===== src/rtl/cap_pkg.sv =====
package cap_pkg;
  localparam int unsigned CAP_TW   = 32;
  localparam int unsigned CAP_NCH  = 3;
  localparam int unsigned CAP_DIVW = 8;

  // Edge selection field of one channel
  typedef enum logic [1:0] {
    EDG_NONE = 2'b00,
    EDG_RISE = 2'b01,
    EDG_FALL = 2'b10,
    EDG_BOTH = 2'b11
  } edge_sel_e;

  typedef struct packed {
    logic rise;
    logic fall;
  } edge_hit_t;
endpackage


===== src/rtl/cap_sync2.sv =====
module cap_sync2 #(
  parameter int W = 1
) (
  input  logic         clk,
  input  logic         rst_n,
  input  logic [W-1:0] d,
  output logic [W-1:0] q
);
  logic [W-1:0] meta;

  always_ff @(posedge clk or negedge rst_n) begin
    if (!rst_n) begin
      meta <= '0;
      q    <= '0;
    end else begin
      meta <= d;
      q    <= meta;
    end
  end
endmodule


===== src/rtl/cap_timer.sv =====
module cap_timer #(
  parameter int TW = 32
) (
  input  logic          clk,
  input  logic          rst_n,
  input  logic          en,
  input  logic          load,
  input  logic [TW-1:0] phase,
  output logic [TW-1:0] cnt
);
  localparam logic [TW-1:0] STEP = {{(TW-1){1'b0}}, 1'b1};

  always_ff @(posedge clk or negedge rst_n) begin
    if (!rst_n)
      cnt <= '0;
    else if (load)
      cnt <= phase;
    else if (en)
      cnt <= cnt + STEP;
  end
endmodule


===== src/rtl/cap_channel.sv =====
module cap_channel
  import cap_pkg::*;
#(
  parameter int TW   = 32,
  parameter int DIVW = 8
) (
  input  logic            clk,
  input  logic            rst_n,
  input  logic            en,
  input  logic            lvl_in,
  input  logic            inv,
  input  logic [1:0]      mode,
  input  logic [DIVW-1:0] div,
  input  logic            force_cap,
  input  logic [TW-1:0]   tmr,
  output logic [TW-1:0]   stamp,
  output logic            fall_q,
  output logic            irq
);
  localparam logic [DIVW-1:0] ONE = {{(DIVW-1){1'b0}}, 1'b1};

  logic            lvl;
  logic            lvl_q;
  edge_hit_t       eh;
  edge_sel_e       sel;
  logic            qual;
  logic            hit;
  logic [DIVW-1:0] pcnt;

  assign lvl = lvl_in ^ inv;
  assign sel = edge_sel_e'(mode);

  always_comb begin
    eh.rise = lvl & ~lvl_q;
    eh.fall = ~lvl & lvl_q;
    unique case (sel)
      EDG_NONE: qual = 1'b0;
      EDG_RISE: qual = eh.rise;
      EDG_FALL: qual = eh.fall;
      EDG_BOTH: qual = eh.rise | eh.fall;
      default:  qual = 1'b0;
    endcase
    qual = qual & en;
    hit  = qual && (pcnt == div);
  end

  always_ff @(posedge clk or negedge rst_n) begin
    if (!rst_n) begin
      lvl_q  <= 1'b0;
      pcnt   <= '0;
      stamp  <= '0;
      fall_q <= 1'b0;
      irq    <= 1'b0;
    end else begin
      lvl_q <= lvl;
      if (!en)
        pcnt <= '0;
      else if (qual)
        pcnt <= hit ? '0 : pcnt + ONE;
      irq <= hit | force_cap;
      if (hit | force_cap)
        stamp <= tmr;
      if (hit)
        fall_q <= eh.fall;
    end
  end
endmodule


===== src/rtl/cap_unit.sv =====
module cap_unit
  import cap_pkg::*;
#(
  parameter int TW   = CAP_TW,
  parameter int NCH  = CAP_NCH,
  parameter int DIVW = CAP_DIVW
) (
  input  logic              clk,
  input  logic              rst_n,
  input  logic              tmr_en,
  input  logic [TW-1:0]     tmr_phase,
  input  logic              sync_pwm,
  input  logic              sync_ext,
  input  logic              sync_sw,
  output logic [TW-1:0]     tmr_q,
  input  logic [NCH-1:0]    ch_en,
  input  logic [NCH-1:0]    cap_in,
  input  logic [NCH-1:0]    ch_inv,
  input  logic [2*NCH-1:0]  ch_mode,
  input  logic [DIVW*NCH-1:0] ch_div,
  input  logic [NCH-1:0]    ch_force,
  output logic [TW*NCH-1:0] ch_stamp,
  output logic [NCH-1:0]    ch_fall,
  output logic [NCH-1:0]    ch_irq
);
  logic [NCH-1:0] cap_s;
  logic           ext_s;
  logic           ext_q;
  logic           ext_hit;
  logic           sync_evt;

  cap_sync2 #(.W(NCH)) u_cap_sync (
    .clk(clk), .rst_n(rst_n), .d(cap_in), .q(cap_s)
  );

  cap_sync2 #(.W(1)) u_ext_sync (
    .clk(clk), .rst_n(rst_n), .d(sync_ext), .q(ext_s)
  );

  always_ff @(posedge clk or negedge rst_n) begin
    if (!rst_n) ext_q <= 1'b0;
    else        ext_q <= ext_s;
  end

  assign ext_hit  = ext_s & ~ext_q;
  assign sync_evt = sync_pwm | sync_sw | ext_hit;

  cap_timer #(.TW(TW)) u_timer (
    .clk(clk), .rst_n(rst_n), .en(tmr_en), .load(sync_evt),
    .phase(tmr_phase), .cnt(tmr_q)
  );

  for (genvar i = 0; i < NCH; i++) begin : g_ch
    cap_channel #(.TW(TW), .DIVW(DIVW)) u_ch (
      .clk      (clk),
      .rst_n    (rst_n),
      .en       (ch_en[i]),
      .lvl_in   (cap_s[i]),
      .inv      (ch_inv[i]),
      .mode     (ch_mode[2*i +: 2]),
      .div      (ch_div[DIVW*i +: DIVW]),
      .force_cap(ch_force[i]),
      .tmr      (tmr_q),
      .stamp    (ch_stamp[TW*i +: TW]),
      .fall_q   (ch_fall[i]),
      .irq      (ch_irq[i])
    );
  end
endmodule


===== config.mk =====
export PLATFORM = sky130hd
export DESIGN_NAME = cap_unit
export DESIGN_NICKNAME = d
export VERILOG_FILES = /design/src/rtl/cap_pkg.sv /design/src/rtl/cap_sync2.sv /design/src/rtl/cap_timer.sv /design/src/rtl/cap_channel.sv /design/src/rtl/cap_unit.sv
export SDC_FILE = /design/constraint.sdc
export NUM_CORES = 1
export LEC_CHECK = 0
export BUFFER_PORTS_ARGS = -buffer_cell sky130_fd_sc_hd__buf_2
export CAP_MARGIN = 20
export CORE_UTILIZATION = 40
export CTS_CLUSTER_SIZE = 14
export DETAILED_ROUTE_END_ITERATION = 6
export PLACE_DENSITY = 0.66
export SYNTH_ARGS = -nofsm -noshare
export SYNTH_HDL_FRONTEND = slang
export SYNTH_SLANG_ARGS = --single-unit

===== constraint.sdc =====
create_clock -name clk -period 1.85 [get_ports clk]
set_input_delay 0.37 -clock clk [delete_from_list [all_inputs] [get_ports clk]]
set_output_delay 0.37 -clock clk [all_outputs]
set_load 0.02 [all_outputs]

# ---- Yosys cells after proc, flatten, opt, wreduce, memory -nomap -nowiden
# Cells that the tools add are included.
dict set report classes {
  add_sub_neg 4
  eq_ne 15
  n_mux 14
  bitwise_logic 28
  reduce_logical 7
}
# cell n
set ops {}
lappend ops {{two-way mux 8 bit} 9}
lappend ops {{two-way mux 32 bit} 2}
lappend ops {{adder 32 x 1 -> 32 bit (second input constant)} 1}
lappend ops {{adder 8 x 1 -> 8 bit (second input constant)} 3}
lappend ops {{== test 8 bit} 3}
lappend ops {{== test 2 bit (second input constant)} 6}
lappend ops {{one-hot mux 1 bit (4 select lines)} 3}
lappend ops {{AND 1 bit} 10}
lappend ops {{OR 1 bit} 8}
lappend ops {{NOT 1 bit} 7}
lappend ops {{== test 2 x 1 -> 1 bit (second input constant)} 3}
lappend ops {{logical NOT 2 bit} 3}
lappend ops {{inequality test 2 x 1 -> 1 bit (second input constant)} 3}
lappend ops {{logical AND 1 bit} 3}
lappend ops {{XOR 1 bit} 3}
lappend ops {{nonzero test 2 bit} 1}
dict set report totals {
  register_bits 170
  in_bits 80
}

# ---- Depth between registers and ports, before layout
# Gate-level depths: netlist (run 1).
dict set report logic_depth {
  depth_word 10
  depth_mapped 9
}

# ---- Modules after synthesis
# From an unflattened synthesis (run 1), not the netlist that was laid out.
dict set report hier_totals {
  hier_cells 642
  area_unflattened_um2 8409.3
}
# mod instances cells_per_inst area_each_um2 seq_area_each_um2
set modules_own_cells {}
lappend modules_own_cells {cap_channel 3 137 2068.2 1076.0}
lappend modules_own_cells {cap_timer 1 219 1966.9 800.8}
lappend modules_own_cells {{cap_sync2 at u_cap_sync} 1 6 150.1 150.1}
lappend modules_own_cells {{cap_sync2 at u_ext_sync} 1 2 50.0 50.0}
lappend modules_own_cells {cap_unit 1 4 37.5 25.0}

# ---- Least setup slack after synthesis (run 1)
# No wires, ideal clock.
dict set report synth_path {
  path_type {input to register}
  startpoint {input ch_inv[2]}
  endpoint {register g_ch[2].u_ch.stamp[13]}
  arrival_ps 1957
  setup_slack_ps -232
  cell_stages 8
  n_path_buf 1
  cell_sequence {xor2_1 ha_1 nor2b_1 o21ai_0 a21boi_1 a21oi_2 buf_2 mux2_2}
}
dict set report synth_via {
  elab_chain_len 8
}
# element line
set synth_lines {}
lappend synth_lines {{start, declared} cap_unit.sv:18} ;# input logic [NCH-1:0] ch_inv,
lappend synth_lines {{XOR 1 bit *} cap_channel.sv:30} ;# assign lvl = lvl_in ^ inv;
lappend synth_lines {{NOT 1 bit} cap_channel.sv:35} ;# eh.fall = ~lvl & lvl_q;
lappend synth_lines {{AND 1 bit} cap_channel.sv:35}
lappend synth_lines {{OR 1 bit} cap_channel.sv:40} ;# EDG_BOTH: qual = eh.rise | eh.fall;
lappend synth_lines {{one-hot mux 1 bit (4 select lines) *} cap_channel.sv:36} ;# unique case (sel)
lappend synth_lines {{AND 1 bit *} cap_channel.sv:43} ;# qual = qual & en;
lappend synth_lines {{logical AND 1 bit *} cap_channel.sv:44} ;# hit = qual && (pcnt == div);
lappend synth_lines {{OR 1 bit *} cap_channel.sv:61} ;# if (hit | force_cap)
lappend synth_lines {{end signal, assigned} cap_channel.sv:62} ;# stamp <= tmr;
lappend synth_lines {{end, declared} cap_channel.sv:16} ;# output logic [TW-1:0] stamp,
# Mark *: on every way between the ends. The rest lies on a longest branch, timed or not.
# A chain may end at the register's enable or synchronous reset.

==> results.yml, run 1 <==
timing:
  postLayoutSetupSlackWorst_ns: -0.277
  timing.fmax_ghz: 0.470
  hold_viol: 0
  max_slew_margin: 0.687
  setup_viol: 118
  rsz0062_at_grt: "true"
  min_period_over_period: 1.15
  post-route-min-period_ns: 2.13
  worst_slew_pin_slew_ns: 0.470
  slew_viol_final: 0
  fin_skew_ns: 0.0168
clock_tree:
  clock-sinks: 170
  cts_tree: "built"
  root_buffer: "clkbuf_16"
  cts-htree-levels: 4
  cts_buffers: 17
  cts_buffer_depth: 2
  clk_pin_slew_worst_paths_ns: 0.07
  clkLatencyLatePin_ns: 0.42
final_layout:
  diodes: 0
  area_delta_synth_final_pct: 41.9
  drive_above_1_share: 0.522
  fin_util: 0.583
  fin_area_mm2: 0.0109
  nNetsFinal: 1018
critical_path:
  crit_chain: "xor2_2, buf_4, inv_2, ha_4, nand3b_1, a21oi_2, a21oi_4, buf_12, buf_12, mux2_4"
  crit_fanout: 9
  crit_path_max_incr_delay_ns: 0.39
  cp-end-kind: "flip-flop"
  crit_type: "flip-flop to flip-flop"
  cp.arrival_ns: 2.43
  rr_worst_depth: 10
  path_common_cell: "buf_12"
  start_kind: "flip-flop"
  crit_required_ns: 2.16
  worst_path_max_delay_cell: "dfrtp_1"
synth:
  synth_top_area_share: 0.552
  synth_top_family_by_area: "multiplexers"
  synth_warnings: 0
  synth_fp_nets: 721
  syn_area_mm2: 0.00771
  synth.distinct_cells: 44
  async_reset_ff_frac: 1.00
  synth_compound_area_frac: 0.0630
  synth-edff-count: 0
  yosysTopAreaCell: "dfrtp_1"
  yosysSeqAreaShare: 0.552
  muxShareOfSynthArea: 0.156
  synth.most_common_cell: "dfrtp_1"
  ys.flop_type: "dfrtp_1"
  avgSynthCellArea_um2: 12.2
  yosys.area_share.simple: 0.110
  synth_area_leaders: "dfrtp_1 55%, mux2_2 14%, xor2_1 3.8%"
  synthXorXnorAreaFrac: 0.0727
  netlist_top_cells_count: "170 x dfrtp_1, 99 x mux2_2, 52 x nor2_1, 38 x a21oi_1, 33 x xor2_1"
  ys_seq_elements: 170
  syn_inst: 631
  synthAdderAreaFrac: 0.0162
floorplan:
  chipHeight_um: 141
  core_area_mm2: 0.0188
  dieArea_mm2: 0.0198
  fp.dieW_um: 141
  row_count: 50
  ios: 214
  start_util: 0.411
hold_path:
  whs_path_depth: 1
  hp-class: "primary input to flip-flop"
grt:
  grt_max_degree: 51
  grt_antenna_before_repair: 1
  grt_use_total: 0.213
  grt-ovfl-total: 0
  grt_pass1_vias: 6084
  grt_pass1_wl_um: 32600
placed_design:
  place_area_mm2: 0.00973
  port-buffer-count: 213
  dp_hpwl_um: 13600
  place_congestion: 0.814
power_and_ir_drop:
  finalPower_mw: 10.2
  vdd_drop_max_v: 0.000639
  leakage_nw: 5.12
  p_per_area_mw_per_mm2: 929
status:
  violations: "negative setup slack"
  status: "complete, but fails checks"
routing:
  wl_per_cell_um: 17.4
  dr.pass1.iters: 4
  drcViolationCount: 0
  wl_um: 20500
  vias: 5929
  drtIter0Drc: 265
  drt-vias-per-instance: 5.05
  ant_nets: 0
job:
  cap_violations: 0
-- stage by stage --
step | setup TNS [ns] | std cells | setup WS, ns | hold WS (ns)
after floorplan | -7.73 | 631 | -0.154 | 0.0744
after global placement | -29.57 | 1118 | -0.345 | 0.333
after detailed placement | -35.03 | 1118 | -0.430 | 0.340
after CTS | -17.86 | 1172 | -0.208 | 0.0347
after global routing | -31.11 | 1175 | -0.369 | 0.0290
final | -20.35 | 1175 | -0.277 | 0.0524
-- power by group --
part	leakage, nW	switching (mW)	internal [mW]
Clock	0.278	1.52	2.04
Sequential	2.02	0.239	4.09
Combinational	2.82	1.25	1.03
Total	5.12	3.00	7.16
-- registers in the layout, indices dropped and copies added, names as in the netlist --
signal            cells
g_ch.u_ch.stamp      96
u_timer.cnt          32
g_ch.u_ch.pcnt       24
g_ch.u_ch.fall_q      3
g_ch.u_ch.irq         3
g_ch.u_ch.lvl_q       3
u_cap_sync.meta       3
u_cap_sync.q          3
ext_q                 1
u_ext_sync.meta       1
u_ext_sync.q          1
-- cells in the final DEF (no fill, tap or decap), drive strengths merged --
master       instances
a21o                 3
o21a                 1
and2                 4
a221o                4
and3                11
bufinv               2
a21oi               42
and4                 2
a22o                 9
dlygate4sd3          1
nand2               27
o221a                1
o21bai               1
clkbuf              23
nor2                52
a211oi               1
nor4                 8
nor3b                1
buf                305
nand4b               1
ha                  10
mux2i                5
nor3                 4
o21ai                7
inv                 22
a41oi                1
a21boi               1
clkinv               3
mux2               102
xor2                33
dfrtp              170
a221oi               1
nand4               20
clkinvlp             3
nand3               20
xnor2               31
nand3b               2
nor2b                6
o31ai                1
-- per-layer routing --
| layer | part of all wire | global-route usage | vias up |
|---|---|---|---|
| li1 | - | - | 2799 |
| met1 | 0.45 | 0.283 | 2931 |
| met3 | 0.057 | 0.0516 | 19 |
| met4 | 0.014 | 0.0601 | 2 |
| met5 | 0.00059 | 0 | - |
| met2 | 0.48 | 0.347 | 178 |
-- area by class of cell --
type	count	area (um2)
clock buffer	20	447
fill	1573	7830
clock inverter	12	136
multi-input combinational	412	3600
sequential	170	4250
inverter	18	67.6
tap	234	293
timing repair buffer	309	2140
-- kinds of logic after synthesis --
logic type,after synthesis
xor+xnor,64
fa+ha+maj,10
simple gates,158
mux,107
flops,170
buf+inv,49
compound gates,73
-- timing repair --
action,CTS,global route
setup endpoints to repair,116,128
hold endpoints to repair,39,0
pin swaps,7,13
buffers inserted,18,6
hold buffers,1,0
gates resized for setup,32,49
cloned,5,3
-- final timing paths --
check	endpoint	from	slack (ns)
worst min register to register	u_cap_sync.q[2]	u_cap_sync.meta[2]	0.35
max in group asynchronous	g_ch[2].u_ch.stamp[28]	rst_n	0.81
min in group asynchronous	g_ch[1].u_ch.pcnt[5]	rst_n	0.46
worst min-delay path	u_cap_sync.meta[2]	cap_in[2]	0.05
worst max register to register	g_ch[1].u_ch.stamp[6]	u_cap_sync.q[1]	-0.28
worst max-delay path	g_ch[1].u_ch.stamp[6]	u_cap_sync.q[1]	-0.28
-- worst max-delay path: cells and delay by family, from the launching register on --
kind,cells,cell delay [ns]
muxes,1,0.30
xor gates and xnor gates,1,0.22
AOI/OAI and AO/OA,2,0.33
adders and majority gates,1,0.15
buffers and inverters,4,0.50
DFF,1,0.39
and+or+nand+nor,1,0.11
No activity file was read; power rests on OpenSTA's default activity.
==> run 2: changes to the inputs <==
RECOVER_POWER = 50   (was not set)
==> results.yml, run 2 (synthesis results as in run 1) <==
status:
  status: "complete, but fails checks"
  violations: "negative setup slack"
final_layout:
  area_delta_synth_final_pct: 41.7
  seq_area_mm2: 0.00425
  fin_cells: 1175
  multi_input_area_mm2: 0.00359
  fillCellCount: 1574
  reg_top3: "g_ch.u_ch.stamp (96), u_timer.cnt (32), g_ch.u_ch.pcnt (24)"
  diodes: 0
  largest_register_ffs: 96
  mostFrequentLayoutCell: "buf_2"
  final_cell_mix: "212 x buf_2, 170 x dfrtp_1, 67 x buf_4, 65 x mux2_2, 49 x nor2_1"
  nNetsFinal: 1018
  fin_area_mm2: 0.0109
  drive_above_1_share: 0.521
  top_register: "g_ch.u_ch.stamp"
hold_path:
  whs_path_depth: 1
  hp-start: "cap_in[2]"
  hp-class: "primary input to flip-flop"
  hold_end: "u_cap_sync.meta[2]"
critical_path:
  start_kind: "flip-flop"
  worst_path_max_delay_cell: "dfrtp_1"
  cp.arrival_ns: 2.43
  crit_required_ns: 2.16
  r2r-start: "u_cap_sync.q[1]"
  path_common_cell: "buf_12"
  cp-end-kind: "flip-flop"
  crit_fanout: 9
  rr_worst_depth: 10
  crit_path_max_incr_delay_ns: 0.39
  r2r_slack_ns: -0.28
  r2r-end: "g_ch[1].u_ch.stamp[6]"
  crit_type: "flip-flop to flip-flop"
  crit_chain: "xor2_2, buf_4, inv_2, ha_4, nand3b_1, a21oi_2, a21oi_4, buf_12, buf_12, mux2_4"
grt:
  grt_pass1_vias: 6084
  grt_antenna_before_repair: 1
  grt_pass1_wl_um: 32600
  grt-ovfl-total: 0
  grt_max_degree: 51
  grt_use_total: 0.213
timing:
  hold_slack_ns: 0.0524
  worst_slew_pin_slew_ns: 1.27
  max_slew_margin: 0.153
  postLayoutSetupSlackWorst_ns: -0.278
  post-route-min-period_ns: 2.13
  setup_viol: 119
  hold_viol: 0
  rsz0062_at_grt: "true"
  timing.fmax_ghz: 0.470
  fin_skew_ns: 0.0168
  min_period_over_period: 1.15
  slew_viol_final: 0
floorplan:
  ios: 214
  fp.dieW_um: 141
  core_area_mm2: 0.0188
  start_util: 0.411
  row_count: 50
  chipHeight_um: 141
  dieArea_mm2: 0.0198
placed_design:
  place_area_mm2: 0.00973
  dp_cells: 1118
  dp_hpwl_um: 13600
  place_congestion: 0.814
  port-buffer-count: 213
  place_ws_ns: -0.430
power_and_ir_drop:
  leakage_nw: 5.11
  p_per_area_mw_per_mm2: 930
  vdd_drop_max_v: 0.000639
  p_sw_mw: 3.00
  pwr-share-comb: 0.224
  power_frac_clock: 0.350
  seqPwrFrac: 0.426
  switching_share: 0.295
  p_int_mw: 7.16
routing:
  wl_per_cell_um: 17.4
  ant_nets: 0
  vias: 5928
  drtIter0Drc: 265
  dr.pass1.iters: 4
  wl_um: 20500
  drcViolationCount: 0
  drt-vias-per-instance: 5.05
clock_tree:
  clock-sinks: 170
  cts_tree: "built"
  cts_buffer_depth: 2
  cts-htree-levels: 4
  root_buffer: "clkbuf_16"
  cts_buffers: 17
  clk_pin_slew_worst_paths_ns: 0.07
  clkLatencyLatePin_ns: 0.42
job:
  cap_violations: 0
## run 2: power groups by stage
stage	Clock (mW)	Sequential, mW	Combinational [mW]
finish	3.56	4.33	2.27
global route	3.78	4.38	2.43
CTS	3.64	4.33	2.20
detailed placement	0	4.39	2.07
global placement	0	4.38	2.04
floorplan	0	4.83	0.737
## run 2: worst max-delay path, delay by kind of cell, from the launching register on
| kind | cells | cell delay (ns) |
|---|---|---|
| xor gates and xnor gates | 1 | 0.22 |
| DFF | 1 | 0.39 |
| muxes | 1 | 0.30 |
| AOI/OAI and AO/OA | 2 | 0.33 |
| buffers and inverters | 4 | 0.50 |
| and+or+nand+nor | 1 | 0.11 |
| adders and majority gates | 1 | 0.15 |
## run 2: how the worst max path moves through the flow
stage	startpoint	to	slack, ns	cells past startpoint
after floorplan	ch_inv[2]	g_ch[2].u_ch.stamp[13]	-0.15	8
after global placement	ch_inv[2]	g_ch[2].u_ch.stamp[16]	-0.35	9
after detailed placement	ch_inv[2]	g_ch[2].u_ch.stamp[16]	-0.43	9
after CTS	u_cap_sync.q[1]	g_ch[1].u_ch.stamp[20]	-0.21	9
after global routing	u_cap_sync.q[1]	g_ch[1].u_ch.stamp[6]	-0.37	10
final	u_cap_sync.q[1]	g_ch[1].u_ch.stamp[6]	-0.28	10
## run 2: what timing repair did
action	4_1_cts	5_1_grt
setup buffers	18	6
pin swaps	7	13
gates cloned	5	3
resized for setup	32	49
endpoints found under the setup margin	116	128
endpoints found under the hold margin	39	0
hold buffers	1	0
## run 2: cell type report
| class | instances | share of cell area |
|---|---|---|
| Inverter | 18 | 0.00619 |
| Multi-Input combinational cell | 412 | 0.329 |
| Timing Repair Buffer | 309 | 0.195 |
| Clock inverter | 12 | 0.0125 |
| Sequential cell | 170 | 0.389 |
| Clock buffer | 20 | 0.0409 |
| Tap cell | 234 | 0.0268 |
## run 2: metrics by stage
stage                     utilization  TNS (ns)  power, mW
after CTS                       0.570    -17.86       10.2
after global routing            0.582    -33.99       10.6
after detailed placement        0.518    -35.03       6.46
final                           0.582    -22.76       10.2
after floorplan                     -     -7.73       5.57
after global placement          0.518    -29.57       6.42
## run 2: per-layer routing
layer  track usage  part of all wire
met4        0.0601             0.014
met1         0.283              0.45
met2         0.347              0.48
met3        0.0516             0.057
met5             0           0.00059
==> run 3: changes to the inputs <==
CTS_BUF_LIST = sky130_fd_sc_hd__clkbuf_8 sky130_fd_sc_hd__clkbuf_16   (was not set)
clock period = 1.7 ns   (was 1.85 ns; I/O delays follow)
==> results.yml, run 3 (synthesis results as in run 1) <==
timing:
  setup_viol: 126
  finalSetupTns_ns: -35.08
  hold_viol: 0
  postLayoutSetupSlackWorst_ns: -0.364
  hold_slack_ns: 0.0186
  post-route-min-period_ns: 2.06
  rsz0062_at_grt: "true"
  timing.fmax_ghz: 0.485
  worst_slew_pin_slew_ns: 0.781
  slew_viol_final: 0
  min_period_over_period: 1.21
  fin_skew_ns: 0.0147
  max_slew_margin: 0.479
clock_tree:
  clock-sinks: 170
  clkLatencyLatePin_ns: 0.43
  cts_buffer_depth: 2
  cts_buffers: 17
  cts-htree-levels: 4
  clk_pin_slew_worst_paths_ns: 0.07
  root_buffer: "clkbuf_16"
  cts_tree: "built"
critical_path:
  r2r_slack_ns: -0.36
  crit_required_ns: 2.01
  start_kind: "flip-flop"
  crit_fanout: 7
  cp-end-kind: "flip-flop"
  crit_type: "flip-flop to flip-flop"
  cp.arrival_ns: 2.37
grt:
  grt_use_total: 0.202
  grt_pass1_vias: 6084
  grt_max_degree: 41
  grt_antenna_before_repair: 3
  grt_pass1_wl_um: 31400
  grt-ovfl-total: 0
  use_met3: 0.0608
  grt_util_met1: 0.265
  globalRoute.busiestLayer: "met2"
  grt_util_met2: 0.321
routing:
  wl_um: 19800
  dr.pass1.iters: 4
  vias: 5917
  drtIter0Drc: 260
  drcViolationCount: 0
  wl_per_cell_um: 16.5
  drt-vias-per-instance: 4.93
  ant_nets: 0
final_layout:
  final_cell_mix: "213 x buf_2, 156 x dfrtp_1, 88 x buf_4, 61 x mux2_2, 51 x nor2_1"
  mostFrequentLayoutCell: "buf_2"
  top_register: "g_ch.u_ch.stamp"
  drive_above_1_share: 0.537
  area_delta_synth_final_pct: 42.1
  fin_area_mm2: 0.0110
  multi_input_area_mm2: 0.00357
  nNetsFinal: 1039
  seq_area_mm2: 0.00427
  fillCellCount: 1561
  reg_top3: "g_ch.u_ch.stamp (96), u_timer.cnt (32), g_ch.u_ch.pcnt (24)"
  fin_cells: 1199
  largest_register_ffs: 96
placed_design:
  dp_hpwl_um: 14300
  dp_cells: 1149
  port-buffer-count: 213
  place_congestion: 0.825
  place_area_mm2: 0.00999
power_and_ir_drop:
  finalPower_mw: 11.1
  seqPwrFrac: 0.422
  leakage_nw: 5.17
  p_per_area_mw_per_mm2: 1020
  vdd_drop_max_v: 0.000689
  switching_share: 0.299
  power_frac_clock: 0.359
  p_int_mw: 7.81
  p_sw_mw: 3.33
  pwr-share-comb: 0.219
hold_path:
  hp-class: "primary input to flip-flop"
floorplan:
  chipHeight_um: 141
  dieArea_mm2: 0.0198
  start_util: 0.411
  row_count: 50
  ios: 214
  core_area_mm2: 0.0188
  fp.dieW_um: 141
status:
  violations: "negative setup slack"
  status: "complete, but fails checks"
job:
  cap_violations: 0
-- run 3: cell count changes in the layout (fill, tap and decap cells not counted), sizes merged --
cell / delta
diode: +3
clkinv: -1
inv: +4
clkbuf: +3
buf: +14
dlygate4sd3: +2
clkinvlp: -1
-- run 3: worst paths after layout --
check / from / to / cells past startpoint
worst max-delay path: u_cap_sync.q[1] / g_ch[1].u_ch.stamp[31] / 9
worst max register to register: u_cap_sync.q[1] / g_ch[1].u_ch.stamp[31] / 9
min in group asynchronous: rst_n / g_ch[1].u_ch.pcnt[1] / 2
worst min register to register: u_ext_sync.meta / u_ext_sync.q / 0
worst min-delay path: cap_in[0] / u_cap_sync.meta[0] / 1
max in group asynchronous: rst_n / u_timer.cnt[11] / 3
-- run 3: repair_timing --
item | in CTS | in global routing
setup endpoints to repair | 129 | 137
setup buffers | 4 | 3
cloned | 1 | 4
hold buffers | 3 | 0
pin swaps | 12 | 19
resized for setup | 31 | 22
endpoints found under the hold margin | 25 | 0
-- run 3: critical path, cell delays in order (launching register included) --
cell and delay [ns]:
dfrtp_1 0.39, xor2_2 0.24, ha_4 0.25, nor2b_4 0.10
o21ai_2 0.07, a21oi_2 0.19, a21oi_4 0.08, buf_12 0.16
clkbuf_16 0.17, mux2_4 0.29
-- run 3: per-stage QoR --
stage               utilization  setup WS [ns]
CTS                       0.574         -0.352
floorplan                     -         -0.277
detailed placement        0.532         -0.528
finish                    0.583         -0.364
global placement          0.532         -0.470
global route              0.583         -0.452
-- run 3: area by class of cell --
cell class | count | area share
Inverter | 18 | 0.00617
Clock buffer | 18 | 0.0401
Sequential cell | 170 | 0.390
Clock inverter | 14 | 0.0147
Multi-Input combinational cell | 412 | 0.326
Antenna cell | 3 | 0.000686
Tap cell | 234 | 0.0267
Timing Repair Buffer | 330 | 0.195
-- run 3: per-layer routing --
| metal | up-vias | part of all wire |
|---|---|---|
| met5 | - | 0.0015 |
| met4 | 4 | 0.014 |
| met3 | 24 | 0.068 |
| met2 | 173 | 0.46 |
| met1 | 2867 | 0.46 |
| li1 | 2849 | - |
-- run 3: power by group through the flow --
| stage | clock network (mW) | registers, mW | logic (mW) |
|---|---|---|---|
| after floorplan | 0 | 5.27 | 0.828 |
| after global placement | 0 | 4.76 | 2.30 |
| after detailed placement | 0 | 4.77 | 2.34 |
| after CTS | 4.07 | 4.70 | 2.41 |
| after global routing | 4.25 | 4.75 | 2.63 |
| final | 4.00 | 4.70 | 2.44 |
